**src/rtl/dma_pkg.sv**
```systemverilog
package dma_pkg;

   typedef enum logic [1:0] {
      SEQ_IDLE = 2'd0,
      SEQ_REQ  = 2'd1,
      SEQ_XFER = 2'd2,
      SEQ_HOLD = 2'd3
   } seq_state_t;

   localparam logic [1:0] SEL_ADDR  = 2'd0;
   localparam logic [1:0] SEL_COUNT = 2'd1;
   localparam logic [1:0] SEL_CTRL  = 2'd2;
   localparam logic [1:0] SEL_STAT  = 2'd3;

   localparam int CTL_START = 0;
   localparam int CTL_DIR   = 1;
   localparam int CTL_BURST = 2;

   localparam int STA_BUSY  = 0;
   localparam int STA_DONE  = 1;

endpackage

```
**src/rtl/dma_regs.sv**
```systemverilog
module dma_regs
   import dma_pkg::*;
#(
   parameter int DW        = 16,
   parameter int AW        = 16,
   parameter int CW        = 16,
   parameter bit ADDR_DOWN = 1'b0
) (
   input  logic          clk,
   input  logic          rst_n,
   input  logic          cs,
   input  logic [1:0]    rsel,
   input  logic          rd,
   input  logic          wr,
   input  logic [DW-1:0] wdata,
   input  logic          step,
   output logic [DW-1:0] rdata,
   output logic [AW-1:0] cur_addr,
   output logic          busy,
   output logic          done,
   output logic          xfer_dir,
   output logic          burst,
   output logic          cnt_last
);

   localparam logic [AW-1:0] A_ONE = AW'(1);
   localparam logic [CW-1:0] C_ONE = CW'(1);

   logic [AW-1:0] addr_q, addr_nxt;
   logic [CW-1:0] cnt_q;
   logic          busy_q, done_q, dir_q, burst_q;
   logic          wr_hit, stat_rd;

   assign wr_hit  = cs && wr;
   assign stat_rd = cs && rd && (rsel == SEL_STAT);

   generate
      if (ADDR_DOWN) begin : g_addr_dec
         assign addr_nxt = addr_q - A_ONE;
      end else begin : g_addr_inc
         assign addr_nxt = addr_q + A_ONE;
      end
   endgenerate

   assign cnt_last = (cnt_q == C_ONE);

   always_ff @(posedge clk or negedge rst_n) begin
      if (!rst_n) begin
         addr_q  <= '0;
         cnt_q   <= '0;
         busy_q  <= 1'b0;
         done_q  <= 1'b0;
         dir_q   <= 1'b0;
         burst_q <= 1'b0;
      end else begin
         if (stat_rd) begin
            done_q <= 1'b0;
         end
         if (wr_hit && !busy_q) begin
            case (rsel)
               SEL_ADDR:  addr_q <= wdata[AW-1:0];
               SEL_COUNT: cnt_q  <= wdata[CW-1:0];
               SEL_CTRL: begin
                  dir_q   <= wdata[CTL_DIR];
                  burst_q <= wdata[CTL_BURST];
                  if (wdata[CTL_START]) begin
                     if (cnt_q == '0) begin
                        done_q <= 1'b1;
                     end else begin
                        busy_q <= 1'b1;
                        done_q <= 1'b0;
                     end
                  end
               end
               default: ;
            endcase
         end
         if (step && busy_q) begin
            addr_q <= addr_nxt;
            cnt_q  <= cnt_q - C_ONE;
            if (cnt_q == C_ONE) begin
               busy_q <= 1'b0;
               done_q <= 1'b1;
            end
         end
      end
   end

   always_comb begin
      rdata = '0;
      if (cs && rd) begin
         case (rsel)
            SEL_ADDR:  rdata[AW-1:0] = addr_q;
            SEL_COUNT: rdata[CW-1:0] = cnt_q;
            SEL_CTRL: begin
               rdata[CTL_START] = busy_q;
               rdata[CTL_DIR]   = dir_q;
               rdata[CTL_BURST] = burst_q;
            end
            default: begin
               rdata[STA_BUSY] = busy_q;
               rdata[STA_DONE] = done_q;
            end
         endcase
      end
   end

   assign cur_addr = addr_q;
   assign busy     = busy_q;
   assign done     = done_q;
   assign xfer_dir = dir_q;
   assign burst    = burst_q;

endmodule

```
**src/rtl/dma_seq.sv**
```systemverilog
module dma_seq
   import dma_pkg::*;
(
   input  logic clk,
   input  logic rst_n,
   input  logic busy,
   input  logic burst,
   input  logic cnt_last,
   input  logic dev_req,
   input  logic bus_grant,
   output logic bus_req,
   output logic dev_ack,
   output logic step
);

   seq_state_t state_q, state_d;

   always_comb begin
      state_d = state_q;
      case (state_q)
         SEQ_IDLE: if (busy && dev_req) state_d = SEQ_REQ;
         SEQ_REQ:  if (bus_grant)       state_d = SEQ_XFER;
         SEQ_XFER: begin
            if (cnt_last)   state_d = SEQ_IDLE;
            else if (burst) state_d = SEQ_HOLD;
            else            state_d = SEQ_IDLE;
         end
         SEQ_HOLD: begin
            if (!bus_grant)   state_d = SEQ_REQ;
            else if (dev_req) state_d = SEQ_XFER;
         end
         default: state_d = SEQ_IDLE;
      endcase
   end

   always_ff @(posedge clk or negedge rst_n) begin
      if (!rst_n) state_q <= SEQ_IDLE;
      else        state_q <= state_d;
   end

   assign bus_req = (state_q != SEQ_IDLE);
   assign dev_ack = (state_q == SEQ_XFER);
   assign step    = (state_q == SEQ_XFER);

endmodule

```
**src/rtl/dma_busmux.sv**
```systemverilog
module dma_busmux #(
   parameter int DW = 16,
   parameter int AW = 16
) (
   input  logic          active,
   input  logic          xfer_dir,
   input  logic [AW-1:0] cur_addr,
   input  logic [DW-1:0] dev_din,
   input  logic [DW-1:0] mem_rdata,
   output logic [AW-1:0] mem_addr,
   output logic [DW-1:0] mem_wdata,
   output logic [DW-1:0] dev_dout,
   output logic          mem_wr,
   output logic          mem_rd
);

   assign mem_addr  = active ? cur_addr : '0;
   assign mem_wr    = active && !xfer_dir;
   assign mem_rd    = active &&  xfer_dir;
   assign mem_wdata = mem_wr ? dev_din   : '0;
   assign dev_dout  = mem_rd ? mem_rdata : '0;

endmodule

```
**src/rtl/dma_engine.sv**
```systemverilog
module dma_engine #(
   parameter int DW        = 16,
   parameter int AW        = 16,
   parameter int CW        = 16,
   parameter bit ADDR_DOWN = 1'b0
) (
   input  logic          clk,
   input  logic          rst_n,
   input  logic          cs,
   input  logic [1:0]    rsel,
   input  logic          rd,
   input  logic          wr,
   input  logic [DW-1:0] cpu_wdata,
   output logic [DW-1:0] cpu_rdata,
   output logic          done_irq,
   output logic          bus_req,
   input  logic          bus_grant,
   input  logic          dev_req,
   output logic          dev_ack,
   input  logic [DW-1:0] dev_din,
   output logic [DW-1:0] dev_dout,
   output logic [AW-1:0] mem_addr,
   output logic [DW-1:0] mem_wdata,
   input  logic [DW-1:0] mem_rdata,
   output logic          mem_wr,
   output logic          mem_rd
);

   generate
      if (AW > DW) begin : g_bad_aw
         $error("dma_engine: AW must not exceed DW");
      end
      if (CW > DW) begin : g_bad_cw
         $error("dma_engine: CW must not exceed DW");
      end
      if (DW < 3) begin : g_bad_dw
         $error("dma_engine: DW must hold the control bits");
      end
   endgenerate

   logic [AW-1:0] cur_addr;
   logic          busy, done, ctl_dir, ctl_burst, cnt_last, step;

   dma_regs #(.DW(DW), .AW(AW), .CW(CW), .ADDR_DOWN(ADDR_DOWN)) u_regs (
      .clk      (clk),
      .rst_n    (rst_n),
      .cs       (cs),
      .rsel     (rsel),
      .rd       (rd),
      .wr       (wr),
      .wdata    (cpu_wdata),
      .step     (step),
      .rdata    (cpu_rdata),
      .cur_addr (cur_addr),
      .busy     (busy),
      .done     (done),
      .xfer_dir (ctl_dir),
      .burst    (ctl_burst),
      .cnt_last (cnt_last)
   );

   dma_seq u_seq (
      .clk       (clk),
      .rst_n     (rst_n),
      .busy      (busy),
      .burst     (ctl_burst),
      .cnt_last  (cnt_last),
      .dev_req   (dev_req),
      .bus_grant (bus_grant),
      .bus_req   (bus_req),
      .dev_ack   (dev_ack),
      .step      (step)
   );

   dma_busmux #(.DW(DW), .AW(AW)) u_mux (
      .active    (step),
      .xfer_dir  (ctl_dir),
      .cur_addr  (cur_addr),
      .dev_din   (dev_din),
      .mem_rdata (mem_rdata),
      .mem_addr  (mem_addr),
      .mem_wdata (mem_wdata),
      .dev_dout  (dev_dout),
      .mem_wr    (mem_wr),
      .mem_rd    (mem_rd)
   );

   assign done_irq = done;

endmodule

```
**config.mk**
```make
export PLATFORM = sky130hd
export DESIGN_NAME = dma_engine
export DESIGN_NICKNAME = d
export VERILOG_FILES = /design/src/rtl/dma_pkg.sv /design/src/rtl/dma_regs.sv /design/src/rtl/dma_seq.sv /design/src/rtl/dma_busmux.sv /design/src/rtl/dma_engine.sv
export SDC_FILE = /design/constraint.sdc
export NUM_CORES = 1
export LEC_CHECK = 0
export ABC_CLOCK_PERIOD_IN_PS = 2500
export BUFFER_PORTS_ARGS = -buffer_cell sky130_fd_sc_hd__buf_2
export CORE_MARGIN = 2
export CORE_UTILIZATION = 45
export DETAILED_ROUTE_END_ITERATION = 10
export PLACE_DENSITY = 0.77
export SLEW_MARGIN = 20
export SYNTH_ARGS = -nofsm -noshare
export SYNTH_HDL_FRONTEND = slang
export SYNTH_SLANG_ARGS = --single-unit
export TNS_END_PERCENT = 1
```
**constraint.sdc**
```tcl
create_clock -name clk -period 2.5 [get_ports clk]
set_clock_uncertainty 0.15 [all_clocks]
set_input_delay 0.5 -clock clk [delete_from_list [all_inputs] [get_ports clk]]
set_output_delay 0.5 -clock clk [all_outputs]
set_load 0.02 [all_outputs]
```
# Word level (Yosys, flattened, before mapping)
# Cells that the tools add are included.
# word_totals
in_bits	57
regBits	38
elab_cells	73
# classes
reduce_logical	21
add_sub_neg	2
eq_ne	10
mux	33
# ops
cell	count
two-way mux 16 bit	10
one-hot mux 13 bit (2 select lines)	1
adder 16 x 1 -> 16 bit (second input constant)	1
equality test 16 x 1 -> 1 bit (second input constant)	1
zero test 16 bit	1
subtractor 16 x 1 -> 16 bit (second input constant)	1
two-way mux 1 bit	13
two-way mux 2 bit	6
equality test 2 bit (second input constant)	4
logical AND 1 bit	8
one-hot mux 2 bit (4 select lines)	1
nonzero test 2 bit	4
one-hot mux 2 bit (3 select lines)	1
AND reduction 2 bit	3
equality test 2 x 1 -> 1 bit (second input constant)	2
zero test 2 bit	2
!= test 3 bit (second input constant)	1
one-hot mux 1 bit (3 select lines)	1
AND reduction 3 bit	1
zero test 1 bit	2
!= test 2 x 1 -> 1 bit (second input constant)	1
!= test 2 bit (second input constant)	1

# Logic depth before layout (Yosys ltp)
# Gate-level depths: netlist of the first run.
# depth
depth_word	8
depth_mapped	7
mapped_depth_nobuf	6

# By module
# From an unflattened synthesis of the first run, not the netlist that was laid out.
# hier_totals
hier_cells	339
hier_area_um2	2881.5
# modules_own_cells
mod	seq_area_each_um2	cells_each	area_each_um2	n_inst
dma_regs	900.9	269	2358.5	1
dma_busmux	0.0	58	397.9	1
dma_seq	50.0	12	125.1	1

# Worst setup path after synthesis of the first run
# Ideal clock, no wire load.
# synth_timing
path_type	input-to-output
startpoint	input rsel[0]
endpoint	output cpu_rdata[10]
cell_stages	4
arrival_ps	1780
path_slack_ps	70
cell_sequence	buf_1 > clkbuf_1 > mux2i_1 > nor2_1
# synth_between
elab_chain_len	3
elab_cells_between_ends	4
classes_between	eq/ne (1); mux (2); reduce/logical (1)
# synth_lines
item	line	text
from (decl)	dma_engine.sv:10	input logic [1:0] rsel,
equality test 2 x 1 -> 1 bit or zero test 2 bit (tied branches)	dma_regs.sv:92	case (rsel)
one-hot mux 13 bit (2 select lines) *	dma_regs.sv:92	
two-way mux 16 bit *	dma_regs.sv:91	if (cs && rd) begin
to (decl)	dma_engine.sv:14	output logic [DW-1:0] cpu_rdata,
# Every way passes the cells marked *; elsewhere a longest branch is shown, timed or not.

# Final worst setup path of the first run
# layout_timing
startpoint	register u_regs.cnt_q[5]
endpoint	register u_regs.busy_q (netlist: u_regs.busy)
# layout_between
elab_chain_len	7
elab_cells_between_ends	8
classes_between	eq/ne (1); mux (6); reduce/logical (1)
# layout_lines
item	line	text
from (decl)	dma_regs.sv:30	logic [CW-1:0] cnt_q;
from (signal assigned)	dma_regs.sv:62	SEL_COUNT: cnt_q <= wdata[CW-1:0];
from (signal assigned)	dma_regs.sv:80	cnt_q <= cnt_q - C_ONE;
zero test 16 bit	dma_regs.sv:67	if (cnt_q == '0) begin
two-way mux 1 bit	dma_regs.sv:67	
two-way mux 1 bit	dma_regs.sv:66	if (wdata[CTL_START]) begin
two-way mux 1 bit	dma_regs.sv:60	case (rsel)
two-way mux 1 bit	dma_regs.sv:59	if (wr_hit && !busy_q) begin
two-way mux 1 bit	dma_regs.sv:81	if (cnt_q == C_ONE) begin
two-way mux 1 bit *	dma_regs.sv:78	if (step && busy_q) begin
to (signal assigned)	dma_regs.sv:51	busy_q <= 1'b0;
to (signal assigned)	dma_regs.sv:70	busy_q <= 1'b1;
to (signal assigned)	dma_regs.sv:82	busy_q <= 1'b0;
to (decl)	dma_regs.sv:31	logic busy_q, done_q, dir_q, burst_q;
# Marked as above.
# A chain may end at the register's enable or synchronous reset.

==> results by group, run 1 <==
Yosys
  • Synth Register Bits: 38
  • Synth Area per Inst: 8.05 um2
  • Cell Area, Synth: 2790 um2
  • YS warnings: 0
  • Syn Inst Count: 346
  • Ys flop type: dfrtp_1
  • FFs w/ async S/R, synth: 100%
  • Post-synth cell types: 51
  • EDFF count, synth: 0
  • Sequential element share of the synthesized area: 34.1%
  • Mapped Nets: 407

Global routing
  • Largest net degree at the start of global routing: 39
  • Total grt overflow: 0
  • Tot GR Track Use: 25.7%
  • First-pass GRT wire length: 13.4 mm
  • Initial antenna violation count: 0
  • Vias in the first global route: 2605

Placement
  • Placed cells: 542
  • Port Buffers: 125
  • Post-place setup slack: 0.167 ns
  • Final Wtd Congestion: 0.915
  • Dpl hpwl: 6.75 mm

Timing
  • Setup violators final: 0
  • Slew Viols, Final: 0
  • RSZ-0062 raised after global routing: false
  • Fmax: 426 MHz
  • Final WS setup: 0.152 ns
  • Min Tclk post-route: 2.35 ns
  • Relative slew slack: 40.3%
  • Setup TNS: 0 ns
  • Slew @ Worst Pin: 0.896 ns
  • Final period util: 93.9%
  • Final Hold Viols: 0

Route
  • DRT Pass-1 Iters: 5
  • Final WL: 9.10 mm
  • Routed vias: 3179
  • Post-DRT Antenna Nets: 0
  • Drt initial violations: 419
  • DRC viols: 0
  • DR WL/cell: 16.5 um
  • DR vias/cell: 5.78

Worst setup path
  • Reg2Reg Depth: 5
  • Setup crit end kind: register
  • Startpoint type of the worst setup path: register
  • CP Data Required Time: 2.53 ns
  • Crit Path Max Fanout: 6
  • Critical setup path kind: reg -> reg
  • WP data arrival: 2.38 ns

Final layout
  • Final non-filler cell total: 550
  • Commonest non-fill, non-tap cell in the layout: buf_2
  • Register area: 951 um2
  • Most frequent cells in the layout: buf_2, nor2_1, dfrtp_1
  • Share of post-route cells with drive strength above 1: 34.1%
  • Fin nets: 535
  • Antenna Cells: 0
  • Area grow syn2layout: 31.9%
  • Footprint of the multi-input gates: 1710 um2
  • Filler cells: 547

Clocking
  • Post-CTS Setup Bufs: 0
  • PostCTS Resize Cnt: 0
  • CTS H-tree lvls: 2
  • CTS tree: done
  • CTS Buf Count: 5
  • Clk slew on worst S/H paths: 0.09 ns
  • Skew-Pair Late Insertion Delay: 0.30 ns
  • CTS Sinks: 38
  • Root buf cell: clkbuf_8
  • Post-CTS Hold Fix Bufs: 0
  • Clk buf depth: 2

Pwr
  • PwrDens: 889 nW/um2
  • Leakage: 0.00187 uW
  • Max VDD drop: 0.530 mV

Floorplanning
  • Cell Rows: 28
  • Die height: 82.7 um
  • Die area: 6840 um2
  • Ports: 126
  • Initial Util: 46.8%
  • Die W: 82.7 um
  • Core Area: 5960 um2

Flow run
  • Max Cap Viol: 0

Worst hold path
  • Hold WC Path Type: in -> async

Status
  • Outcome: finished, final reports clean
==> where the power goes <==
| part | internal (uW) | leakage (uW) | total [uW] | switching, uW |
|---|---|---|---|---|
| Clock | 294 | 0.0000579 | 526 | 232 |
| Sequential | 841 | 0.000444 | 1210 | 365 |
| Combinational | 628 | 0.00137 | 1540 | 909 |
==> final timing paths <==
path	slack [ns]	to	from
min in group clk	0.27	u_regs.cnt_q[13]	cpu_wdata[13]
max in group asynchronous	1.46	u_regs.busy	rst_n
worst min register to register	0.40	u_regs.cnt_q[6]	u_regs.cnt_q[6]
worst max register to register	0.15	u_regs.busy	u_regs.cnt_q[5]
worst max-delay path	0.15	u_regs.busy	u_regs.cnt_q[5]
worst min-delay path	0.17	u_regs.cnt_q[11]	rst_n
==> area by class of cell <==
type	count	area share (%)
Clock inverter	3	1.09
Inverter	9	0.919
Sequential cell	38	25.9
Clock buffer	5	1.87
Timing Repair Buffer	145	21.1
Tap cell	75	2.55
Multi-Input combinational cell	275	46.6
==> flip-flops by register name, summed over array words and instances (netlist names) <==
register	flops
u_regs.burst	1
u_regs.xfer_dir	1
u_seq.state_q	2
u_regs.done	1
u_regs.cur_addr	16
u_regs.busy	1
u_regs.cnt_q	16
==> logic make-up after synthesis <==
kind of cell / Yosys count / synth area share, %
buf+inv: 33 / 4.54
mux: 18 / 7.00
fa+ha+maj: 4 / 1.80
simple gates: 181 / 34.7
compound gates: 72 / 17.8
flops: 38 / 34.1
==> per-stage QoR <==
stage                     instance area (um2)  power [uW]  hold slack [ns]  utilization [%]
after CTS                                3670        3240            0.194             61.7
after detailed placement                 3560        2710            0.370             59.8
after floorplan                          2790        2150           0.0544                -
after global placement                   3560        2670            0.349             59.8
after global routing                     3670        3480            0.224             61.7
final                                    3670        3270            0.169             61.7
==> routing by layer <==
layer	GRT usage, %	up-vias	wire length (um)
li1	-	1538	-
met1	39.2	1474	4010
met2	37.8	158	4270
met3	3.91	9	712
met4	6.56	0	102
met5	0	-	0
==> synthesized netlist by cell type, drive strengths merged (2+ instances only) <==
library cell / number / area share (%)
a211oi: 3 / 0.81
a21oi: 12 / 2.2
a221o: 2 / 0.72
a311oi: 4 / 1.3
a31oi: 3 / 0.67
and2: 30 / 6.7
and3: 18 / 4.0
buf: 3 / 0.49
clkbuf: 21 / 2.8
dfrtp: 38 / 34
ha: 4 / 1.8
inv: 9 / 1.2
mux2: 2 / 0.81
mux2i: 15 / 5.4
nand2: 30 / 4.0
nand2b: 2 / 0.45
nand3: 14 / 2.5
nand3b: 3 / 0.81
nand4: 7 / 1.6
nor2: 40 / 5.4
nor3: 12 / 2.2
nor3b: 2 / 0.54
o211ai: 11 / 3.0
o21ai: 13 / 2.3
o22ai: 7 / 1.6
o311ai: 8 / 2.5
o31ai: 2 / 0.54
or2: 4 / 0.90
or3: 2 / 0.45
or4: 9 / 2.6
or4b: 2 / 0.72
==> critical path: stages (launching register included) <==
cell     delay, ns
dfrtp_1       0.44
or4_4         0.56
or4_1         0.57
buf_4         0.18
o21a_1        0.18
o32a_1        0.16
Note: power is estimated with default switching activity, not from simulation.
==> run 2: changes to the inputs <==
--- a/config.mk
+++ b/config.mk
@@ -8,9 +8,10 @@
 export ABC_CLOCK_PERIOD_IN_PS = 2500
 export BUFFER_PORTS_ARGS = -buffer_cell sky130_fd_sc_hd__buf_2
 export CORE_MARGIN = 2
-export CORE_UTILIZATION = 45
+export CORE_UTILIZATION = 48
+export CTS_CLUSTER_SIZE = 16
 export DETAILED_ROUTE_END_ITERATION = 10
-export PLACE_DENSITY = 0.77
+export PLACE_DENSITY = 0.81
 export SLEW_MARGIN = 20
 export SYNTH_ARGS = -nofsm -noshare
 export SYNTH_HDL_FRONTEND = slang
==> run 2 against run 1 <==
- sequential share of layout area about the same
- clock-buffer cell count up 2
- critical path depth unchanged
- clock power down 15%
- critical endpoint unchanged
- first-iteration DRC count down 15%
- routed wire length up 0.66%
- non-clock buffer count is 1 higher
- utilization up 4.6 points
- combinational power is essentially flat
- cell count down 0.36%
==> results by group, run 2 (synthesis gave the netlist of run 1 again) <==
Route
  • Post-DRT Antenna Nets: 0 (unchanged)
  • DR WL/cell: 16.7 um (was 16.5 um)
  • DRT Pass-1 Iters: 5 (unchanged)
  • DRC viols: 0 (unchanged)
  • DR vias/cell: 5.86 (was 5.78)
  • Routed vias: 3210 (was 3179)
  • Final WL: 9.16 mm (was 9.10 mm)
  • Drt initial violations: 355 (was 419)

Timing
  • Relative slew slack: 53.8% (was 40.3%)
  • Final WS setup: 0.132 ns (was 0.152 ns)
  • Setup violators final: 0 (unchanged)
  • Fmax: 422 MHz (was 426 MHz)
  • Min Tclk post-route: 2.37 ns (was 2.35 ns)
  • RSZ-0062 raised after global routing: false (unchanged)
  • Final period util: 94.7% (was 93.9%)
  • Slew Viols, Final: 0 (unchanged)
  • Setup TNS: 0 ns (unchanged)
  • Final Hold Viols: 0 (unchanged)
  • Slew @ Worst Pin: 0.686 ns (was 0.896 ns)

Worst setup path
  • WP data arrival: 2.40 ns (was 2.38 ns)
  • Slowest cell on the critical path: or4_1 (unchanged)
  • Worst R2R Setup Slack: 0.13 ns (was 0.15 ns)
  • Crit path cell chain: or4_4 -> or4_1 -> buf_4 -> o21a_1 -> o32a_1 (unchanged)
  • Worst stage delay on the critical path: 0.57 ns (about the same)
  • Worst setup startpoint: u_regs.cnt_q[5] (unchanged)
  • Startpoint type of the worst setup path: register (unchanged)
  • Top Family by Delay on Critical Path: simple AND/OR/NAND/NOR gates (unchanged)
  • CP Buf/Inv Count: 1 (unchanged)
  • Critical setup path kind: reg -> reg (unchanged)
  • Crit Path Max Fanout: 6 (unchanged)
  • CP Data Required Time: 2.53 ns (about the same)
  • Setup crit end kind: register (unchanged)
  • Worst r2r src: u_regs.cnt_q[5] (unchanged)

Final layout
  • Area grow syn2layout: 31.9% (about the same)
  • Commonest non-fill, non-tap cell in the layout: buf_2 (unchanged)
  • Share of post-route cells with drive strength above 1: 33.8% (was 34.1%)
  • Filler cells: 496 (was 547)
  • Antenna Cells: 0 (unchanged)
  • Most frequent cells in the layout: buf_2, nor2_1, dfrtp_1 (unchanged)
  • Fin nets: 536 (was 535)

Floorplanning
  • Cell Rows: 27 (was 28)
  • Core Area: 5540 um2 (was 5960 um2)
  • Die W: 80.2 um (was 82.7 um)
  • Ports: 126 (unchanged)
  • Die height: 80.2 um (was 82.7 um)
  • Initial Util: 50.3% (was 46.8%)
  • Die area: 6430 um2 (was 6840 um2)

Pwr
  • Max VDD drop: 0.392 mV (was 0.530 mV)
  • PwrDens: 866 nW/um2 (was 889 nW/um2)
  • Leakage: 0.00187 uW (about the same)

Clocking
  • Clk buf depth: 2 (unchanged)
  • CTS Sinks: 38 (unchanged)
  • CTS H-tree lvls: 2 (unchanged)
  • Post-CTS Setup Bufs: 0 (unchanged)
  • CTS Buf Count: 5 (unchanged)
  • Skew-Pair Late Insertion Delay: 0.30 ns (about the same)
  • Root buf cell: clkbuf_8 (unchanged)
  • Clk slew on worst S/H paths: 0.08 ns (was 0.09 ns)
  • CTS tree: done (unchanged)

Placement
  • Port Buffers: 125 (unchanged)
  • Final Wtd Congestion: 0.965 (was 0.915)
  • Dpl hpwl: 6.90 mm (was 6.75 mm)
  • Post-place setup slack: 0.161 ns (was 0.167 ns)

Global routing
  • Vias in the first global route: 2830 (was 2605)
  • Initial antenna violation count: 0 (unchanged)
  • Total grt overflow: 0 (unchanged)
  • First-pass GRT wire length: 14.1 mm (was 13.4 mm)
  • Largest net degree at the start of global routing: 25 (was 39)
  • Tot GR Track Use: 28.2% (was 25.7%)

Flow run
  • Max Cap Viol: 0 (unchanged)

Worst hold path
  • Hold WC Path Type: in -> reg (was in -> async)
  • Hold Startpoint: cpu_wdata[5]

Status
  • Outcome: finished, final reports clean (unchanged)
[run 2: changes by cell type in the layout (fill, tap and decap cells not counted)]
cell	before	now
clkbuf_1	0	1
buf_4	20	19
clkbuf_8	5	6
clkinv_2	2	1
dlygate4sd3_1	0	1
bufinv_16	1	0
buf_12	0	1
[run 2: worst paths after layout]
kind                                        to  cells past startpoint
min in group asynchronous  u_regs.cur_addr[10]                      2
setup / recovery                   u_regs.busy                      5
setup reg to reg                   u_regs.busy                      5
max in group asynchronous          u_regs.done                      3
hold reg to reg                u_regs.cnt_q[6]                      1
hold / removal                 u_regs.cnt_q[5]                      3
[run 2: tightest hold or removal path, delay by kind of cell]
family	cells	cell delay (ns)
and+or+nand+nor	2	0.10
buffers and inverters	1	0.09
[run 2: metrics by stage]
stage	cells	total power [uW]	utilization, %	hold slack (ns)	area, um2
final	548	3180	66.4	0.278	3680
after global routing	548	3410	66.4	0.282	3680
after CTS	548	3160	66.3	0.278	3670
after detailed placement	539	2710	64.5	0.279	3570
after global placement	539	2660	64.5	0.272	3570
after floorplan	346	2150	-	0.0544	2790
[run 2: timing repair]
item	CTS	global route
hold buffers	1	0
endpoints found under the setup margin	0	4
hold endpoints to repair	14	0
resized for setup	0	1
[run 2: power by group]
group / leakage, uW / total (uW) / internal, uW / switching, uW
clock: 0.0000482 / 448 / 223 / 225
combinational: 0.00137 / 1540 / 630 / 905
sequential: 0.000444 / 1200 / 841 / 360
total: 0.00187 / 3180 / 1690 / 1490
[run 2: routing by layer]
| layer | up-vias | wire length (um) | global-route usage [%] |
|---|---|---|---|
| met5 | - | 0 | 0 |
| met4 | 0 | 134 | 7.12 |
| met3 | 13 | 803 | 5.39 |
| met2 | 159 | 4360 | 42.9 |
| met1 | 1507 | 3860 | 41.1 |
| li1 | 1531 | - | - |
[run 2: layout make-up]
class                           instances  area (um2)  area share (%)
Timing Repair Buffer                  146         798            21.7
Tap cell                               72        90.1            2.45
Inverter                                9        33.8           0.919
Clock buffer                            7        86.3            2.35
Sequential cell                        38         951            25.9
Multi-Input combinational cell        275        1710            46.6
Clock inverter                          1        5.00           0.136
